<file path="config.mk">
export PLATFORM = sky130hd
export DESIGN_NAME = bus_level_arbiter
export DESIGN_NICKNAME = d
export VERILOG_FILES = /design/src/rtl/bus_level_arbiter.sv
export SDC_FILE = /design/constraint.sdc
export NUM_CORES = 1
export LEC_CHECK = 0
export ABC_CLOCK_PERIOD_IN_PS = 1800
export BUFFER_PORTS_ARGS = -buffer_cell sky130_fd_sc_hd__buf_2
export CORE_MARGIN = 10
export CORE_UTILIZATION = 52
export CTS_BUF_LIST = sky130_fd_sc_hd__clkbuf_8
export DETAILED_ROUTE_END_ITERATION = 10
export PLACE_DENSITY = 0.76
export RECOVER_POWER = 50
export SLEW_MARGIN = 10
export SYNTH_ARGS = -nofsm -noshare
export SYNTH_HDL_FRONTEND = slang
export SYNTH_SLANG_ARGS = --single-unit
</file>
<file path="constraint.sdc">
create_clock -name clk -period 1.8 [get_ports clk]
set_input_delay 0.18 -clock clk [delete_from_list [all_inputs] [get_ports clk]]
set_output_delay 0.18 -clock clk [all_outputs]
set_load 0.01 [all_outputs]
</file>
<file path="src/rtl/bus_level_arbiter.sv">
module bus_level_arbiter #(
  parameter int LEVELS = 4
) (
  input  logic              clk,
  input  logic              rst_n,
  input  logic [LEVELS-1:0] bus_req_n,
  input  logic              bus_busy_n,
  output logic [LEVELS-1:0] grant_n,
  output logic              bus_clear_n
);
  localparam int LW = (LEVELS > 1) ? $clog2(LEVELS) : 1;

  typedef enum logic [1:0] {ST_IDLE, ST_GRANT, ST_CLEAR} st_t;

  logic [LEVELS-1:0] req_m, req_s;
  logic              busy_m, busy_s;
  logic [LW-1:0]     top_lvl, gnt_lvl, own_lvl;
  logic              any_req, own_vld, clr;
  logic [LEVELS-1:0] gnt_vec;
  st_t               state;

  always_ff @(posedge clk or negedge rst_n) begin
    if (!rst_n) begin
      req_m  <= '0;
      req_s  <= '0;
      busy_m <= 1'b0;
      busy_s <= 1'b0;
    end else begin
      req_m  <= ~bus_req_n;
      req_s  <= req_m;
      busy_m <= ~bus_busy_n;
      busy_s <= busy_m;
    end
  end

  always_comb begin
    top_lvl = '0;
    for (int i = 0; i < LEVELS; i++)
      if (req_s[i]) top_lvl = LW'(i);
  end
  assign any_req = |req_s;

  always_ff @(posedge clk or negedge rst_n) begin
    if (!rst_n) begin
      state   <= ST_IDLE;
      gnt_lvl <= '0;
      own_lvl <= '0;
      own_vld <= 1'b0;
      clr     <= 1'b0;
    end else begin
      case (state)
        ST_IDLE: begin
          if (!busy_s) begin
            own_vld <= 1'b0;
            if (any_req) begin
              state   <= ST_GRANT;
              gnt_lvl <= top_lvl;
            end
          end else if (any_req && own_vld && top_lvl > own_lvl) begin
            state <= ST_CLEAR;
            clr   <= 1'b1;
          end
        end
        ST_GRANT: begin
          clr <= 1'b0;
          if (busy_s) begin
            own_lvl <= gnt_lvl;
            own_vld <= 1'b1;
            state   <= ST_IDLE;
          end else if (!req_s[gnt_lvl]) begin
            state <= ST_IDLE;
          end
        end
        ST_CLEAR: begin
          if (!busy_s) begin
            if (any_req) begin
              state   <= ST_GRANT;
              gnt_lvl <= top_lvl;
            end else begin
              state <= ST_IDLE;
              clr   <= 1'b0;
            end
          end
        end
        default: state <= ST_IDLE;
      endcase
    end
  end

  always_comb begin
    gnt_vec = '0;
    if (state == ST_GRANT) gnt_vec[gnt_lvl] = 1'b1;
  end

  assign grant_n     = ~gnt_vec;
  assign bus_clear_n = ~clr;

  p_single_grant_r3: assert property (@(posedge clk) disable iff (!rst_n)
    $onehot0(~grant_n));

  p_grant_when_free_r2: assert property (@(posedge clk) disable iff (!rst_n)
    ((|gnt_vec) && !$past(|gnt_vec)) |-> !$past(busy_s));

  p_clear_needs_owner_r4: assert property (@(posedge clk) disable iff (!rst_n)
    $rose(clr) |-> ($past(busy_s) && $past(own_vld)));

  p_handover_order_r6: assert property (@(posedge clk) disable iff (!rst_n)
    ((|gnt_vec) && !$past(|gnt_vec) && $past(clr)) |-> clr);

  p_grant_hold_r7: assert property (@(posedge clk) disable iff (!rst_n)
    ((|gnt_vec) && !busy_s && (|(req_s & gnt_vec))) |=> (gnt_vec == $past(gnt_vec)));

  p_clear_hold_r8: assert property (@(posedge clk) disable iff (!rst_n)
    (state == ST_CLEAR && busy_s) |=> clr);

endmodule

</file>
==> qor.csv, run 1 <==
metric,value,unit
"Data required, critical path",1.93,ns
fill cell count,119,
post-synth cell types,30,
Vias,616,
first-pass GRT wire length,2830,µm
Total Power,1.70,mW
# IOs,12,
dpl ws,-0.00159,ns
"IR drop worst, VDD",1.05,mV
Synth Register Bits,18,
initial core utilization,0.571,
Most used DFF post-synth,dfrtp_1,
clock tree buffer depth,2,
maxcap violations,0,
Chip Height,61.4,µm
clock skew,0.000812,ns
Core ar.,1560,µm²
signal arrival time at the worst endpoint,1.90,ns
register area,450,µm²
htree depth,1,
"antenna viol nets, final",0,
nets,113,
Routed WL,1750,µm
Pwr Density,1520,nW/µm²
fin. max-slew vios,0,
GPL Wtd Cong,0.833,
area of the multi-input gates,424,µm²
CP cell instances,"or2_4, ha_4, nand2b_4, a2111oi_4, a32oi_1, mux2i_1",
Final Worst Setup Slack,0.0325,ns
crit-path max cell delay,0.40,ns
synth top area cells,"dfrtp_1 (51%), ha_1 (8.4%), inv_1 (5.9%)",
fraction of registers with async set/reset,1.00,
CTS Buf Count,3,
slew margin rel.,0.379,
area delta synth->final,25.7,%
syn_nets,91,
GRT Util Overall,0.102,
Leakage,0.516,nW
CTS sink cnt,18,
Setup crit end kind,flip-flop,
DR WL/cell,15.3,µm
Vias/cell,5.36,
GR Overflow Total,0,
Slowest cell on crit path,dfrtp_1,
cell type with the largest total area after synthesis,dfrtp_1,
syn_area_per_cell,11.4,µm²
period utilization,0.982,
outcome,completed,
dpl cells,109,
register area share after synthesis,0.506,
vias in the first global route,613,
drt initial violations,10,
drt first pass iters,4,
Die W,61.4,µm
endpoints failing setup,0,
DRC viols,0,
Port-buffer cells,11,
initial antenna violation count,0,
CP Class,reg -> reg,
post-synthesis cell count,78,
"Warnings, synthesis",0,
"Core Util, Final",0.717,
Critical Path Start Type,flip-flop,
"Clk Latency, worst-skew pair",0.25,ns
TritonCTS clock tree,built,
Clock Tree Root,clkbuf_8,
actual slew at the worst max-slew pin,0.931,ns
"EDFF count, synth",0,
crit-path max FO,3,
hpwl dp,1260,µm
site row count,14,
RSZ-0062 raised after global routing,true,
die area,3770,µm²
Non-Filler Instances,115,
Yosys top cell area share,0.506,
ant diodes,0,
share of cells above drive strength 1,0.343,
largest net degree at the start of global routing,19,
"CTS clk-pin slew, worst paths",0.07,ns
Tightest Hold Check Type,in -> reg,
Final Critical Period,1.77,ns
Mapped Area,890,µm²
final-report hold violation count,0,
Max Freq,566,MHz
synth_stat cells (2+ instances only):
library cell and instances:
nand3b_1 2, mux2_2 3, nor2_1 2, dfrtp_1 18, nand2_1 2, nand2b_1 2, clkbuf_1 2, nand3_1 2
ha_1 6, inv_1 14, a21oi_1 5, o211ai_1 2
power by group:
group,internal (mW),switching [mW]
Combinational,0.393,0.381
Clock,0.194,0.135
Sequential,0.502,0.0950
Total,1.09,0.611
layout by cell type (no fill, tap or decap):
cell type / n
o21ai_0: 1
dfrtp_1: 18
nor3_1: 1
o211ai_1: 2
a2111oi_4: 1
mux2_2: 3
mux2i_1: 1
o21a_1: 1
mux4_2: 1
a22oi_1: 1
nor2_1: 2
buf_2: 10
a21bo_4: 1
a21o_1: 1
o221ai_1: 1
nor4_4: 1
clkbuf_8: 4
ha_1: 5
dlygate4sd3_1: 1
o41ai_1: 1
ha_4: 1
buf_4: 7
clkbuf_1: 1
a2bb2oi_1: 1
nand2b_4: 1
nand2_1: 2
or3b_2: 1
a32oi_1: 1
nand3b_1: 2
and2_4: 1
or2_4: 1
a21oi_1: 4
nand2b_1: 1
o31ai_1: 1
nand3_1: 2
a21oi_2: 1
inv_1: 14
flip-flops by register name, summed over array words and instances (netlist names):
signal	flops
req_m	4
req_s	4
gnt_lvl	2
own_lvl	2
state	2
busy_m	1
busy_s	1
clr	1
own_vld	1
path summary, 6_finish.rpt:
check                              from       end  slack (ns)  cells past startpoint
min in group asynchronous         rst_n       clr        0.58                      2
max in group asynchronous         rst_n  req_s[2]        0.65                      2
hold / removal             bus_req_n[2]  req_m[2]        0.06                      2
setup reg to reg               req_s[2]       clr        0.03                      6
hold reg to reg                req_m[0]  req_s[0]        0.35                      0
setup / recovery               req_s[2]       clr        0.03                      6
critical path: cells and delay by family, from the launching register on:
family | cells | cell delay [ns]
compound gates | 2 | 0.48
flops | 1 | 0.40
simple gates | 2 | 0.34
fa+ha+maj | 1 | 0.29
mux | 1 | 0.14
what timing repair did:
action | in CTS | in global routing
gates cloned | 0 | 0
endpoints found under the setup margin | 1 | 2
endpoints found under the hold margin | 18 | 0
buffers inserted | 0 | 1
pin swaps | 1 | 2
hold buffers | 1 | 0
gates resized for setup | 2 | 2
metrics by stage:
stage	hold slack, ns	setup TNS [ns]	cell area [µm²]
after floorplan	-0.116	0	905
after global placement	0.122	0	1020
after detailed placement	0.129	-0.00159	1020
after CTS	0.0538	0	1100
after global routing	0.0520	-0.0233	1120
final	0.0573	0	1120
cell type report:
class / instances / area share
multi-input combinational: 44 / 0.379
sequential: 18 / 0.403
clock buffer: 4 / 0.0492
inverter: 14 / 0.0470
tap: 16 / 0.0179
timing repair buffer: 19 / 0.104
layer usage:
| layer | track usage | vias to the layer above | wire (µm) |
|---|---|---|---|
| met5 | 0 | - | 0 |
| met4 | 0.0478 | 0 | 24 |
| met3 | 0.0329 | 4 | 81 |
| met2 | 0.146 | 14 | 831 |
| met1 | 0.135 | 290 | 816 |
| li1 | - | 308 | - |
kinds of logic (layout without fill, tap and decap cells):
logic type | after synthesis | after routing | synth area share
AND/OR/NAND/NOR | 15 | 15 | 0.115
AO/OA/AOI/OAI | 18 | 18 | 0.152
buffers and inverters | 16 | 37 | 0.0675
flip-flops | 18 | 18 | 0.506
multiplexers | 5 | 5 | 0.0745
adder cells (fa/ha/maj) | 6 | 6 | 0.0844
Power figures use the tool's default switching activity.
==> run 2, diff against run 1 <==
- CORE_UTILIZATION: 52 -> 45
- PLACE_DENSITY: 0.76 -> 0.67
==> run 2 against run 1 <==
Compared with the run above: utilization is 13 points lower; critical path depth stayed put; register-to-register slack hardly changed; clock-buffer cell count is 1 lower; cell count is 8.7% higher; sequential share of layout area is 0.090 points lower; hold slack worse by 0.00097 ns; critical path type unchanged; critical endpoint unchanged; largest cell class unchanged; largest power group unchanged; highest routed layer unchanged.
==> qor.csv, run 2 (synthesized netlist as in run 1, its figures left out) <==
metric,value,unit
die area,4160,µm²
drt first pass iters,4,
first-pass GRT wire length,2920,µm
Critical Path Start Type,flip-flop,
"Clk Latency, worst-skew pair",0.25,ns
initial core utilization,0.463,
final-report hold violation count,0,
CTS Buf Count,3,
clock skew,0.00306,ns
Chip Height,64.5,µm
GR Overflow Total,0,
most frequent cells in the layout,"dfrtp_1 (18), inv_1 (13), buf_2 (10)",
DRC viols,0,
hpwl dp,1340,µm
slew margin rel.,0.379,
CTS sink cnt,18,
final hold slack,0.0563,ns
"antenna viol nets, final",0,
initial antenna violation count,0,
Final Critical Period,1.77,ns
clock tree buffer depth,2,
RSZ-0062 raised after global routing,true,
nets,113,
Pwr Density,1480,nW/µm²
GRT Util Overall,0.0868,
Die W,64.5,µm
Tightest Hold Check Type,in -> reg,
Top Layer Used,met4,
period utilization,0.984,
fin. max-slew vios,0,
Setup crit end kind,flip-flop,
"Core Util, Final",0.583,
"Data required, critical path",1.93,ns
Vias,633,
"CTS clk-pin slew, worst paths",0.06,ns
Max Freq,564,MHz
# IOs,12,
Clock Tree Root,clkbuf_8,
signal arrival time at the worst endpoint,1.91,ns
CP Class,reg -> reg,
ant diodes,0,
Leakage,0.508,nW
outcome,completed,
share of cells above drive strength 1,0.357,
TritonCTS clock tree,built,
Routed WL,1740,µm
Vias/cell,5.06,
Core ar.,1920,µm²
drt initial violations,16,
largest net degree at the start of global routing,19,
Largest regs,"req_m x4, req_s x4",
vias in the first global route,661,
"IR drop worst, VDD",0.717,mV
htree depth,1,
DR WL/cell,13.9,µm
actual slew at the worst max-slew pin,0.932,ns
maxcap violations,0,
Final Worst Setup Slack,0.0283,ns
area delta synth->final,26.0,%
met2 WL,896,µm
dpl cells,119,
endpoints failing setup,0,
metal3 WL,63,µm
site row count,16,
Met1 Wirelength,755,µm
Port-buffer cells,11,
crit-path max FO,3,
dpl ws,-0.0128,ns
Non-Filler Instances,125,
GPL Wtd Cong,0.759,
"most common cell after layout, fill and taps aside",dfrtp_1,
-- run 2: changes by cell type in the layout (fill, tap and decap cells not counted) --
cell / change
inv_2: +1
ha_1: -1
inv_1: -1
ha_2: +1
clkbuf_8: -1
-- run 2: worst paths after layout --
kind | start | cells past startpoint | slack, ns | endpoint
worst max-delay path | req_s[3] | 6 | 0.03 | clr
worst min-delay path | bus_req_n[3] | 2 | 0.06 | req_m[3]
worst max register to register | req_s[3] | 6 | 0.03 | clr
worst min register to register | req_m[0] | 0 | 0.35 | req_s[0]
max in group asynchronous | rst_n | 2 | 0.65 | state[1]
min in group asynchronous | rst_n | 2 | 0.58 | req_s[2]
-- run 2: final cells by class --
type,count,area [µm²]
fillers,172,801
flip-flops and latches,18,450
multi-input cells,44,427
repair buffers,19,116
inverters,14,52.6
clock buffers,3,41.3
well taps,27,33.8
-- run 2: metrics by stage --
stage / TNS [ns] / total power [mW] / area (µm²)
2_1_floorplan: 0 / 1.10 / 905
3_3_place_gp: 0 / 1.28 / 1020
5_1_grt: -0.0653 / 1.77 / 1120
6_report: 0 / 1.66 / 1120
3_5_place_dp: -0.0128 / 1.30 / 1020
4_1_cts: -0.0157 / 1.64 / 1110
-- run 2: per-layer routing --
metal	up-vias	GRT usage
li1	310	-
met1	304	0.103
met2	16	0.137
met3	3	0.0326
met4	0	0.0374
met5	-	0
-- run 2: what timing repair did --
| item | in CTS | in global routing |
|---|---|---|
| setup buffers | 1 | 1 |
| resized for setup | 3 | 3 |
| endpoints found under the hold margin | 18 | 0 |
| hold buffers | 1 | 0 |
| setup endpoints to repair | 1 | 3 |
| pin swaps | 3 | 5 |
-- run 2: power by group --
group / total [mW] / switching, mW / internal (mW)
clock: 0.276 / 0.127 / 0.149
sequential: 0.598 / 0.0952 / 0.503
combinational: 0.782 / 0.376 / 0.406
-- run 2: critical path, stage by stage (launching register included) --
cell	delay, ns
dfrtp_1	0.40
or2_4	0.27
ha_4	0.23
a21bo_4	0.22
a2111oi_4	0.21
a32oi_1	0.17
mux2i_1	0.14
